`src/rtl/can_bt_pkg.sv`:
```
package can_bt_pkg;
    localparam int BRP_W = 6;
    localparam int EXT_W = 4;
    localparam int DIV_W = BRP_W + EXT_W;
    localparam int SJW_W = 2;
    localparam int TS1_W = 4;
    localparam int TS2_W = 3;
    localparam int CFG_W = BRP_W + SJW_W + TS1_W + TS2_W;
    localparam int SEG_W = TS1_W;

    typedef enum logic [1:0] {
        ST_IDLE,
        ST_SYNC,
        ST_PH1,
        ST_PH2
    } bt_state_e;

    typedef struct packed {
        logic [TS2_W-1:0] tseg2;
        logic [TS1_W-1:0] tseg1;
        logic [SJW_W-1:0] sjw;
        logic [BRP_W-1:0] brp;
    } bt_cfg_t;
endpackage

```
`src/rtl/can_bt_regs.sv`:
```
module can_bt_regs
    import can_bt_pkg::*;
#(
    parameter logic [CFG_W-1:0] RST_CFG = 15'h2301,
    parameter logic [EXT_W-1:0] RST_EXT = '0
) (
    input  logic             clk,
    input  logic             rst_n,
    input  logic             wr_en,
    input  logic             wr_sel,
    input  logic [CFG_W-1:0] wr_data,
    input  logic             cfg_change_en,
    input  logic             init,
    output bt_cfg_t          cfg_q,
    output logic [EXT_W-1:0] ext_q
);
    logic unlocked;
    assign unlocked = cfg_change_en && init;

    always_ff @(posedge clk or negedge rst_n) begin
        if (!rst_n) begin
            cfg_q <= bt_cfg_t'(RST_CFG);
            ext_q <= RST_EXT;
        end else if (wr_en && unlocked) begin
            if (!wr_sel) cfg_q <= bt_cfg_t'(wr_data);
            else         ext_q <= wr_data[EXT_W-1:0];
        end
    end
endmodule

```
`src/rtl/can_bt_prescaler.sv`:
```
module can_bt_prescaler
    import can_bt_pkg::*;
(
    input  logic             clk,
    input  logic             rst_n,
    input  logic             run,
    input  logic [DIV_W-1:0] div,
    output logic             tick
);
    logic [DIV_W-1:0] cnt;

    always_ff @(posedge clk or negedge rst_n) begin
        if (!rst_n)           cnt <= '0;
        else if (!run)        cnt <= '0;
        else if (cnt == div)  cnt <= '0;
        else                  cnt <= cnt + 1'b1;
    end

    assign tick = run && (cnt == div);
endmodule

```
`src/rtl/can_bt_seq.sv`:
```
module can_bt_seq
    import can_bt_pkg::*;
(
    input  logic             clk,
    input  logic             rst_n,
    input  logic             init,
    input  logic             tick,
    input  logic [TS1_W-1:0] tseg1,
    input  logic [TS2_W-1:0] tseg2,
    output logic             run,
    output logic             bit_start,
    output logic             sample_pt
);
    bt_state_e        state, state_n;
    logic [SEG_W-1:0] seg, seg_n;
    logic             ph1_last, ph2_last;

    assign ph1_last = (seg == tseg1);
    assign ph2_last = (seg == SEG_W'(tseg2));

    always_comb begin
        state_n = state;
        seg_n   = seg;
        if (init) begin
            state_n = ST_IDLE;
            seg_n   = '0;
        end else begin
            unique case (state)
                ST_IDLE: begin
                    state_n = ST_SYNC;
                    seg_n   = '0;
                end
                ST_SYNC: if (tick) begin
                    state_n = ST_PH1;
                    seg_n   = '0;
                end
                ST_PH1: if (tick) begin
                    if (ph1_last) begin
                        state_n = ST_PH2;
                        seg_n   = '0;
                    end else begin
                        seg_n = seg + 1'b1;
                    end
                end
                ST_PH2: if (tick) begin
                    if (ph2_last) begin
                        state_n = ST_SYNC;
                        seg_n   = '0;
                    end else begin
                        seg_n = seg + 1'b1;
                    end
                end
                default: begin
                    state_n = ST_IDLE;
                    seg_n   = '0;
                end
            endcase
        end
    end

    always_ff @(posedge clk or negedge rst_n) begin
        if (!rst_n) begin
            state <= ST_IDLE;
            seg   <= '0;
        end else begin
            state <= state_n;
            seg   <= seg_n;
        end
    end

    always_comb begin
        run       = (state != ST_IDLE);
        bit_start = tick && (state == ST_SYNC);
        sample_pt = tick && (state == ST_PH1) && ph1_last;
    end
endmodule

```
`src/rtl/can_bit_timer.sv`:
```
module can_bit_timer
    import can_bt_pkg::*;
#(
    parameter logic [CFG_W-1:0] RST_CFG = 15'h2301,
    parameter logic [EXT_W-1:0] RST_EXT = '0
) (
    input  logic             clk,
    input  logic             rst_n,
    input  logic             wr_en,
    input  logic             wr_sel,
    input  logic [14:0]      wr_data,
    input  logic             cfg_change_en,
    input  logic             init,
    output logic             tq_tick,
    output logic             bit_start,
    output logic             sample_pt,
    output logic [15:0]      bt_reg,
    output logic [EXT_W-1:0] ext_reg
);
    bt_cfg_t          cfg;
    logic [EXT_W-1:0] ext;
    logic             run;

    can_bt_regs #(.RST_CFG(RST_CFG), .RST_EXT(RST_EXT)) u_regs (
        .clk(clk), .rst_n(rst_n), .wr_en(wr_en), .wr_sel(wr_sel),
        .wr_data(wr_data), .cfg_change_en(cfg_change_en), .init(init),
        .cfg_q(cfg), .ext_q(ext)
    );

    can_bt_prescaler u_psc (
        .clk(clk), .rst_n(rst_n), .run(run),
        .div({ext, cfg.brp}), .tick(tq_tick)
    );

    can_bt_seq u_seq (
        .clk(clk), .rst_n(rst_n), .init(init), .tick(tq_tick),
        .tseg1(cfg.tseg1), .tseg2(cfg.tseg2), .run(run),
        .bit_start(bit_start), .sample_pt(sample_pt)
    );

    assign bt_reg  = {1'b0, cfg};
    assign ext_reg = ext;
endmodule

```
`config.mk`:
```
export PLATFORM = sky130hd
export DESIGN_NAME = can_bit_timer
export DESIGN_NICKNAME = d
export VERILOG_FILES = /design/src/rtl/can_bt_pkg.sv /design/src/rtl/can_bt_regs.sv /design/src/rtl/can_bt_prescaler.sv /design/src/rtl/can_bt_seq.sv /design/src/rtl/can_bit_timer.sv
export SDC_FILE = /design/constraint.sdc
export NUM_CORES = 1
export LEC_CHECK = 0
export BUFFER_PORTS_ARGS = -buffer_cell sky130_fd_sc_hd__buf_2
export CORE_ASPECT_RATIO = 0.8
export CORE_MARGIN = 1
export CORE_UTILIZATION = 30
export DETAILED_ROUTE_END_ITERATION = 8
export PLACE_DENSITY = 0.58
export SLEW_MARGIN = 40
export SYNTH_ARGS = -nofsm -noshare
export SYNTH_HDL_FRONTEND = slang
export SYNTH_SLANG_ARGS = --single-unit
```
`constraint.sdc`:
```
create_clock -name clk -period 2.9 [get_ports clk]
set_clock_uncertainty 0.1 [all_clocks]
set_input_delay 0.435 -clock clk [delete_from_list [all_inputs] [get_ports clk]]
set_output_delay 0.435 -clock clk [all_outputs]
set_load 0.02 [all_outputs]
```
==> flow_metrics.py, run 1 <==
metrics = {
    "finish": {
        "area_growth_pct": 23.1,
        "num-nets-final": 224,
        "fin_util": 0.382,
        "drive_gt1_frac": 0.379,
        "diodes": 0,
    },
    "sta": {
        "tns_ns": 0,
        "period_share": 0.864,
        "max_freq_mhz": 399,
        "fin_crit_ns": 2.51,
        "setup_viol": 0,
        "hold_viol_final": 6,
        "worst_hold_slack_ns": -0.00878,
        "finalMaxSlewViolations": 0,
        "grt_setup_unrepaired": "false",
    },
    "drt": {
        "via_count": 1238,
        "drtAntennaViolNets": 0,
        "avgRoutedWirePerCell_um": 13.4,
        "via_per_inst": 4.44,
        "drcViolationCount": 0,
        "wirelength_um": 3730,
        "first_pass_iters": 4,
        "drt_iter0_drc": 35,
    },
    "power": {
        "p_per_area_mw_per_mm2": 737,
        "p_leak_nw": 1.09,
        "ir_drop_mv": 0.351,
    },
    "clock_tree": {
        "cts-root-buf": "clkbuf_8",
        "clkTransAtPathRegs_ns": 0.07,
        "ctsHoldBuffers": 0,
        "clock-sinks": 35,
        "cts_max_path_buffers": 2,
        "cts_made_buffers": 5,
        "post_cts_buffers": 0,
        "cts_resized": 0,
        "clk_latency_ns": 0.29,
        "htreeDepth": 2,
        "cts_tree": "built",
    },
    "global_routing": {
        "grt_max_degree": 36,
        "antenna_found_initial": 0,
        "track_usage": 0.133,
        "grt_overflow_total": 0,
        "grt_pass1_wl_um": 6320,
        "grt_pass1_vias": 1233,
    },
    "logic_synthesis": {
        "synth-warning-count": 0,
        "synthesis.nets": 177,
        "ys_ff_latch": 35,
        "synth_area_leader_cell": "dfrtp_1",
        "async_flop_share": 1.00,
        "yosys.cell_types.count": 36,
        "synth_xor_area_frac": 0.120,
        "synth_ff_type": "dfrtp_1",
        "synth-simple-area-share": 0.148,
        "synth_top_area_frac": 0.425,
        "syn-instance-count": 150,
        "synth_edf_count": 0,
        "synthAdderAreaFrac": 0.0411,
        "synth_area_leaders": "dfrtp_1 (42%), xor2_1 (9.6%), mux2_1 (6.8%)",
        "synth-compound-area-share": 0.0555,
        "synth_top_family_by_area": "simple AND/OR/NAND/NOR gates",
        "synth_area_mm2": 0.00183,
        "yosysSeqAreaShare": 0.483,
        "synthMuxAreaShare": 0.129,
        "syn_avg_cell_area_um2": 12.2,
    },
    "place": {
        "place_hpwl_um": 2860,
        "portBuffers": 42,
        "place_congestion": 0.752,
    },
    "critical_path": {
        "cp-start-kind": "flop",
        "crit_required_ns": 2.37,
        "cp-end-kind": "output pin",
        "crit_slowest_cell": "dfstp_2",
        "slowest_delay_ns": 0.55,
        "worstSetupPathType": "reg2out",
        "worstPathArrival_ns": 1.97,
        "crit_fanout": 6,
        "worstPathCellList": "xor2_1 > nor4_2 > nand3_2 > inv_2 > and3_1 > buf_2",
    },
    "outcome": {
        "violations": "negative hold slack",
        "status": "finished, violations left",
    },
    "hold_path": {
        "hold_path.class": "in2async",
    },
    "floorplanning": {
        "start_util": 0.310,
        "ios": 44,
        "die_area_mm2": 0.00640,
        "core_mm2": 0.00588,
        "die_y_um": 71.8,
        "die_x_um": 89.2,
        "rows": 25,
    },
    "job": {
        "cap_viol_max_count": 0,
    },
}
routing by layer:
metal  GRT usage  wire (um)  vias to the layer above
met4      0.0476         53                        0
met5           0          0                        -
met1       0.207       2060                      598
met3      0.0403        147                        6
li1            -          -                      610
met2       0.169       1470                       24
through the flow:
stage          hold slack, ns  std cells  instance area [um^2]  total power, mW  worst slack [ns]
6_report             -0.00878        279                  2250             1.66             0.395
5_1_grt                0.0194        279                  2250             1.77             0.244
4_1_cts                 0.144        279                  2240             1.68             0.370
3_5_place_dp            0.384        271                  2130             1.22             0.694
3_3_place_gp            0.371        271                  2130             1.21             0.730
2_1_floorplan          0.0394        150                  1830             1.06             0.758
cells in the final DEF, fill, tap and decap left out:
cell type / n
nor3_1: 2
clkinv_2: 1
and2_1: 3
nand4_1: 1
mux2i_1: 1
bufinv_16: 1
a21oi_2: 1
mux2_1: 11
o21ai_1: 2
o32ai_4: 1
ha_1: 6
o31ai_2: 1
and4_1: 1
nor4_4: 2
xnor2_1: 5
nand3_2: 1
nand2b_1: 3
nand3_1: 5
o211ai_1: 1
a31o_1: 1
dfstp_2: 4
a32oi_1: 2
nor4_2: 2
inv_2: 1
inv_1: 5
conb_1: 1
and3_1: 3
and3_2: 1
mux2_2: 9
nor2b_1: 1
o21ai_2: 1
clkbuf_8: 6
nor2_1: 14
nand2_1: 3
dfrtp_1: 31
buf_2: 41
buf_4: 2
nand4b_1: 1
xor2_1: 20
cells in the mapped netlist, types with 2 or more instances:
library cell,count
inv_1,5
and2_1,3
o21ai_1,2
xnor2_1,5
mux2_1,11
nand2_1,3
nor4_4,2
and3_1,3
nand3_1,5
nand2b_1,3
mux2_2,9
ha_1,6
nor4_2,2
buf_2,2
xor2_1,20
a32oi_1,2
nor2_1,14
dfstp_2,4
dfrtp_1,31
nor3_1,2
state kept, by name, indices dropped and copies added, names as in the netlist:
signal,flops
u_regs.cfg_q,15
u_seq.seg,4
u_regs.ext_q,4
u_seq.state,2
u_psc.cnt,10
final cells by class:
cell class,instances,area [um^2]
inverters,6,22.5
clock inverters,2,35.0
multi-input cells,106,905
repair buffers,43,220
flip-flops and latches,35,881
clock buffers,6,82.6
fillers,609,3630
well taps,81,101
power breakdown:
part,internal (mW),leakage [nW],switching [mW]
sequential,0.588,0.440,0.0995
clock,0.278,0.0612,0.177
combinational,0.208,0.587,0.306
total,1.07,1.09,0.582
worst paths after layout:
kind	start	endpoint	slack [ns]	depth (start not counted)
setup / recovery	u_regs.cfg_q[0]	sample_pt	0.39	6
hold / removal	rst_n	u_seq.seg[1]	-0.009	1
setup reg to reg	u_regs.cfg_q[0]	u_seq.state[0]	0.92	5
hold reg to reg	u_regs.cfg_q[7]	u_regs.cfg_q[7]	0.40	1
max in group asynchronous	rst_n	u_regs.cfg_q[0]	2.35	1
min in group clk	wr_data[11]	u_regs.cfg_q[11]	0.26	2
kinds of logic (layout without fill, tap and decap cells):
family | Yosys count | after routing
buffers and inverters | 9 | 57
and+or+nand+nor | 43 | 43
muxes | 21 | 21
other | 1 | 1
DFF | 35 | 35
AOI/OAI and AO/OA | 10 | 10
adders and majority gates | 6 | 6
xor gates and xnor gates | 25 | 25
critical path, delay by kind of cell, from the launching register on:
family                 cells  cell delay, ns
XOR/XNOR                   1            0.07
buffers and inverters      2            0.31
flip-flops                 1            0.55
AND/OR/NAND/NOR            3            0.75
Note: power is estimated with default switching activity, not from simulation.
==> run 2: changes to the inputs <==
--- a/config.mk
+++ b/config.mk
@@ -5,12 +5,13 @@
 export SDC_FILE = /design/constraint.sdc
 export NUM_CORES = 1
 export LEC_CHECK = 0
+export ABC_AREA = 1
 export BUFFER_PORTS_ARGS = -buffer_cell sky130_fd_sc_hd__buf_2
 export CORE_ASPECT_RATIO = 0.8
 export CORE_MARGIN = 1
 export CORE_UTILIZATION = 30
 export DETAILED_ROUTE_END_ITERATION = 8
-export PLACE_DENSITY = 0.58
+export PLACE_DENSITY = 0.59
 export SLEW_MARGIN = 40
 export SYNTH_ARGS = -nofsm -noshare
 export SYNTH_HDL_FRONTEND = slang
==> constraint.sdc (replaced) <==
create_clock -name clk -period 2.3 [get_ports clk]
set_clock_uncertainty 0.1 [all_clocks]
set_input_delay 0.345 -clock clk [delete_from_list [all_inputs] [get_ports clk]]
set_output_delay 0.345 -clock clk [all_outputs]
set_load 0.02 [all_outputs]
==> run 2 against run 1 <==
  * The flow now finishes without violations
  * Global-route usage down 0.66 points
  * Synthesized cell count is 47% higher
  * Register-to-register slack worse by 0.24 ns
  * Area after synthesis rose by 5.4%
  * Critical path depth grew 3
  * Sequential cell count unchanged
  * Design area rose by 4.3%
  * Count of clock-buffer cells in the layout unchanged
  * Non-clock buffer count is 2 higher
  * Critical path type unchanged
  * Critical endpoint unchanged
==> flow_metrics.py, run 2 <==
metrics = {
    "outcome": {
        "status": "complete, no violations",
    },
    "clock_tree": {
        "clock-sinks": 35,
        "cts_tree": "built",
        "cts-root-buf": "clkbuf_8",
        "clk_latency_ns": 0.28,
        "htreeDepth": 2,
        "cts_max_path_buffers": 2,
        "cts_made_buffers": 5,
        "clkTransAtPathRegs_ns": 0.08,
    },
    "place": {
        "place_hpwl_um": 3000,
        "dpl_cell_area_mm2": 0.00223,
        "place_congestion": 0.833,
        "pre_cts_slack_ns": 0.430,
        "dp_cells": 343,
        "portBuffers": 42,
    },
    "sta": {
        "fin_crit_ns": 2.16,
        "hold_viol_final": 0,
        "setup_viol": 0,
        "setup_slack_ns": 0.143,
        "tns_ns": 0,
        "grt_setup_unrepaired": "false",
        "period_share": 0.938,
        "max_freq_mhz": 464,
        "finalMaxSlewViolations": 0,
    },
    "hold_path": {
        "hp-start": "wr_data[6]",
        "hold_path.class": "in2reg",
        "hold-path-cell-count": 2,
        "holdPathEnd": "u_regs.cfg_q[6]",
    },
    "critical_path": {
        "crit_fanout": 4,
        "worstPathArrival_ns": 1.71,
        "cp-start-kind": "flop",
        "crit_slowest_cell": "dfstp_2",
        "ff2ff_setup_slack_ns": 0.68,
        "worst-path-buf-inv": 2,
        "worstSetupPathType": "reg2out",
        "slowest_delay_ns": 0.56,
        "worst-path-stages": 9,
        "worstPathCellList": "inv_1 > nand2_1 > nand2_1 > nor2_4 > nand2_2 > nor2_4 > nand3_4 > nor3_1 > buf_2",
        "r2r-start": "u_regs.cfg_q[0]",
        "cp-end-kind": "output pin",
        "crit_required_ns": 1.86,
        "cp_top_family": "simple AND/OR/NAND/NOR gates",
        "r2r-end": "u_seq.seg[0]",
        "ff2ff_path_depth": 11,
    },
    "drt": {
        "first_pass_iters": 4,
        "drtAntennaViolNets": 0,
        "via_per_inst": 4.26,
        "via_count": 1500,
        "drt_iter0_drc": 58,
        "avgRoutedWirePerCell_um": 10.9,
        "drcViolationCount": 0,
        "wirelength_um": 3850,
    },
    "logic_synthesis": {
        "synth_area_leaders": "dfrtp_1 (40%), nand2_1 (9.9%), mux2_1 (5.9%)",
        "yosysMostFrequentCell": "nand2_1",
        "synth_top_area_frac": 0.403,
        "async_flop_share": 1.00,
        "synth_ff_type": "dfrtp_1",
        "ys_ff_latch": 35,
        "synthAdderAreaFrac": 0.0390,
        "synthMuxAreaShare": 0.0585,
        "yosys.cell_types.count": 27,
        "synth_top_family_by_area": "simple AND/OR/NAND/NOR gates",
        "synth_xor_area_frac": 0.0774,
        "synth-simple-area-share": 0.271,
        "yosysSeqAreaShare": 0.458,
        "synth-compound-area-share": 0.0260,
        "synth_area_leader_cell": "dfrtp_1",
        "syn_avg_cell_area_um2": 8.71,
        "synth-warning-count": 0,
        "synth_edf_count": 0,
        "syn-instance-count": 221,
        "synth_common_cells": "nand2_1 (51), dfrtp_1 (31), inv_1 (25), nor2_1 (25), nand3_1 (13)",
        "synthesis.nets": 248,
        "synth_area_mm2": 0.00192,
    },
    "finish": {
        "fin_area_mm2": 0.00234,
        "multi_input_area_um2": 912,
        "drive_gt1_frac": 0.284,
        "area_growth_pct": 21.8,
        "final_common_cell": "nand2_1",
        "regMostFlops": "u_regs.cfg_q",
        "top_regs": "u_regs.cfg_q: 15 flops, u_psc.cnt: 10 flops",
        "diodes": 0,
        "final_cell_mix": "nand2_1 (51), buf_2 (41), dfrtp_1 (31), inv_1 (25), nor2_1 (25)",
        "final_cells": 352,
        "num-nets-final": 297,
        "regArea_um2": 881,
        "largest_register_ffs": 15,
        "num-fill-cells": 634,
    },
    "global_routing": {
        "grt_overflow_total": 0,
        "grt_pass1_wl_um": 6530,
        "antenna_found_initial": 0,
        "grt_use_met1": 0.173,
        "track_usage": 0.126,
        "grt_max_degree": 36,
        "grt_use_met3": 0.0321,
        "grt_pass1_vias": 1405,
        "met2_usage": 0.197,
        "grt-busiest-layer": "met2",
    },
    "power": {
        "total_power_mw": 1.98,
        "p_leak_nw": 1.19,
        "ir_drop_mv": 0.326,
        "p_per_area_mw_per_mm2": 847,
    },
    "floorplanning": {
        "die_area_mm2": 0.00674,
        "rows": 25,
        "die_y_um": 73.6,
        "start_util": 0.319,
        "die_x_um": 91.5,
        "ios": 44,
        "core_mm2": 0.00604,
    },
    "job": {
        "cap_viol_max_count": 0,
    },
}
run 2: cell types whose count changed after synthesis, moves of 8 or more:
| cell | before | now |
|---|---|---|
| nor2_1 | 14 | 25 |
| o21ai_0 | 0 | 8 |
| mux2_2 | 9 | 0 |
| nand3_1 | 5 | 13 |
| inv_1 | 5 | 25 |
| xor2_1 | 20 | 10 |
| nand2_1 | 3 | 51 |
run 2: worst max path at each step:
stage | from | endpoint | slack, ns
2_1_floorplan | u_regs.cfg_q[0] | sample_pt | 0.27
3_5_place_dp | u_regs.cfg_q[0] | sample_pt | 0.43
3_3_place_gp | u_regs.cfg_q[0] | sample_pt | 0.44
4_1_cts | u_regs.cfg_q[0] | sample_pt | 0.11
6_report | u_regs.cfg_q[0] | sample_pt | 0.14
5_1_grt | u_regs.cfg_q[0] | sample_pt | 0.02
run 2: routing by layer:
layer / part of all wire / vias up / wire length (um)
met4: 0.0086 / 0 / 33
li1: - / 783 / -
met2: 0.44 / 34 / 1680
met1: 0.51 / 681 / 1970
met3: 0.044 / 2 / 168
met5: 0 / - / 0
run 2: layout make-up:
class,count,area share
timing repair buffer,45,0.101
clock buffer,6,0.0352
tap,81,0.0432
sequential,35,0.376
clock inverter,2,0.00694
inverter,30,0.0481
multi-input combinational,153,0.389
run 2: worst reg2reg max path: stages (launching register included):
cell and delay [ns]:
dfstp_2 0.56, inv_1 0.04, nand2_1 0.04, nand2_1 0.08, nor2_4 0.11, nand2_2 0.06, nor2_4 0.11, nand3_4 0.10
nand2_4 0.13, inv_2 0.07, nand2_1 0.05, nand2_1 0.05
run 2: timing repair:
item	CTS	global route
hold buffers	0	1
setup buffers	0	0
resized for setup	0	0
endpoints found under the hold margin	0	31
run 2: through the flow:
step | utilization | hold slack, ns
after floorplan | - | -0.0506
after global placement | 0.370 | 0.374
after detailed placement | 0.370 | 0.381
after CTS | 0.386 | 0.0706
after global routing | 0.388 | 0.169
final | 0.388 | 0.168
run 2: cell families (layout without fill, tap and decap cells):
| family | Yosys count | count (layout) |
|---|---|---|
| flip-flops | 35 | 35 |
| adder cells (fa/ha/maj) | 6 | 6 |
| multiplexers | 10 | 10 |
| buffers and inverters | 33 | 83 |
| XOR/XNOR | 17 | 17 |
| AND/OR/NAND/NOR | 109 | 109 |
| AO/OA/AOI/OAI | 10 | 10 |
| other | 1 | 1 |
run 2: where the power goes:
| part | internal [mW] | switching, mW |
|---|---|---|
| Sequential | 0.732 | 0.111 |
| Combinational | 0.250 | 0.420 |
| Clock | 0.244 | 0.227 |
| Total | 1.23 | 0.759 |
==> run 3: changes to the inputs <==
--- a/config.mk
+++ b/config.mk
@@ -11,7 +11,6 @@
 export CORE_MARGIN = 1
 export CORE_UTILIZATION = 30
 export DETAILED_ROUTE_END_ITERATION = 8
-export PLACE_DENSITY = 0.59
 export SLEW_MARGIN = 40
 export SYNTH_ARGS = -nofsm -noshare
 export SYNTH_HDL_FRONTEND = slang
==> run 3 against run 2 <==
  * Clock power fell by 3%
  * Global-route usage rose by 0.83 points
  * Design area is 0.48% lower
  * Sequential power about the same
  * Via count down 0.93%
  * Die area stayed put
  * Count of clock-buffer cells in the layout stayed put
==> flow_metrics.py, run 3 (same netlist as run 2, synthesis figures left out) <==
metrics = {
    "hold_path": {
        "hold-path-cell-count": 2,
        "hold_path.class": "in2reg",
    },
    "drt": {
        "first_pass_iters": 4,
        "drtAntennaViolNets": 0,
        "via_per_inst": 4.23,
        "drcViolationCount": 0,
        "avgRoutedWirePerCell_um": 11.1,
        "drt_iter0_drc": 83,
        "wirelength_um": 3910,
        "via_count": 1486,
    },
    "critical_path": {
        "crit_required_ns": 1.86,
        "ff2ff_path_depth": 11,
        "worstPathArrival_ns": 1.68,
        "slowest_delay_ns": 0.55,
        "cp-end-kind": "output pin",
        "worstPathCellList": "inv_1 > nand2_1 > nand2_1 > nor2_4 > nand2_2 > nor2_4 > nand3_4 > nor3_1 > buf_2",
        "crit_slowest_cell": "dfstp_2",
        "worstSetupPathType": "reg2out",
        "crit_fanout": 4,
        "cp-start-kind": "flop",
    },
    "place": {
        "dp_cells": 343,
        "place_hpwl_um": 2960,
        "portBuffers": 42,
        "dpl_cell_area_mm2": 0.00223,
        "place_congestion": 0.812,
    },
    "sta": {
        "grt_setup_unrepaired": "false",
        "finalMaxSlewViolations": 0,
        "period_share": 0.926,
        "fin_crit_ns": 2.13,
        "hold_viol_final": 0,
        "setup_viol": 0,
        "worst_hold_slack_ns": 0.166,
        "max_freq_mhz": 470,
        "tns_ns": 0,
    },
    "finish": {
        "multi_input_area_um2": 912,
        "regMostFlops": "u_regs.cfg_q",
        "largest_register_ffs": 15,
        "regArea_um2": 881,
        "final_cell_mix": "nand2_1 (51), buf_2 (41), dfrtp_1 (31), inv_1 (25), nor2_1 (25)",
        "final_common_cell": "nand2_1",
        "fin_area_mm2": 0.00233,
        "diodes": 0,
        "top_regs": "u_regs.cfg_q: 15 flops, u_psc.cnt: 10 flops",
        "num-fill-cells": 614,
        "num-nets-final": 297,
        "final_cells": 351,
        "drive_gt1_frac": 0.281,
        "area_growth_pct": 21.2,
    },
    "clock_tree": {
        "cts_tree": "built",
        "clkTransAtPathRegs_ns": 0.07,
        "cts_made_buffers": 5,
        "cts-root-buf": "clkbuf_8",
        "cts_max_path_buffers": 2,
        "htreeDepth": 2,
        "cts_resized": 0,
        "clock-sinks": 35,
        "clk_latency_ns": 0.29,
    },
    "outcome": {
        "status": "complete, no violations",
    },
    "power": {
        "p_per_area_mw_per_mm2": 844,
        "ir_drop_mv": 0.276,
        "p_leak_nw": 1.19,
    },
    "floorplanning": {
        "core_mm2": 0.00604,
        "start_util": 0.319,
        "die_x_um": 91.5,
        "die_area_mm2": 0.00674,
        "rows": 25,
        "ios": 44,
        "die_y_um": 73.6,
    },
    "global_routing": {
        "grt_pass1_wl_um": 6820,
        "grt_pass1_vias": 1424,
        "grt_max_degree": 36,
        "grt_overflow_total": 0,
        "track_usage": 0.135,
        "antenna_found_initial": 0,
    },
    "job": {
        "cap_viol_max_count": 0,
    },
}
## run 3: critical path: cells and delay by family (launching register included)
| family | cells | cell delay, ns |
|---|---|---|
| and+or+nand+nor | 7 | 0.64 |
| buffers and inverters | 2 | 0.23 |
| DFF | 1 | 0.55 |
## run 3: metal layers
metal,share of wire,routed length (um),up-vias,GRT usage
met5,0,0,-,0
met4,0.0092,36,0,0.0529
met3,0.051,201,4,0.0373
met2,0.41,1590,41,0.192
met1,0.53,2090,663,0.192
li1,-,-,778,-
## run 3: report_power, final
part | total (mW) | switching [mW] | internal [mW]
clock | 0.458 | 0.223 | 0.235
sequential | 0.843 | 0.112 | 0.732
combinational | 0.667 | 0.418 | 0.249
total | 1.97 | 0.753 | 1.22
## run 3: timing repair
item                                    CTS  global route
buffers inserted                          0             0
endpoints found under the setup margin    0             0
hold buffers                              0             1
hold endpoints to repair                  0            31
## run 3: worst paths after layout
kind,slack [ns],endpoint,startpoint
max in group asynchronous,1.31,u_regs.cfg_q[0],rst_n
max,0.17,sample_pt,u_regs.cfg_q[0]
min,0.17,u_regs.cfg_q[14],wr_data[14]
max reg2reg,0.71,u_seq.seg[2],u_regs.cfg_q[0]
min in group asynchronous,0.45,u_regs.cfg_q[1],rst_n
min reg2reg,0.39,u_regs.cfg_q[7],u_regs.cfg_q[7]
## run 3: cell type report
class | instances | share of cell area
clock buffer | 6 | 0.0354
clock inverter | 1 | 0.00215
inverter | 30 | 0.0483
multi-input combinational | 153 | 0.391
sequential | 35 | 0.378
tap | 81 | 0.0435
timing repair buffer | 45 | 0.102
## run 3: per-stage QoR
stage                     power, mW  utilization  setup WS, ns
after floorplan                1.33            -         0.272
after global placement         1.52        0.370         0.463
after detailed placement       1.52        0.370         0.448
after global routing           2.13        0.386        0.0254
after CTS                      2.00        0.384         0.128
final                          1.97        0.386         0.171
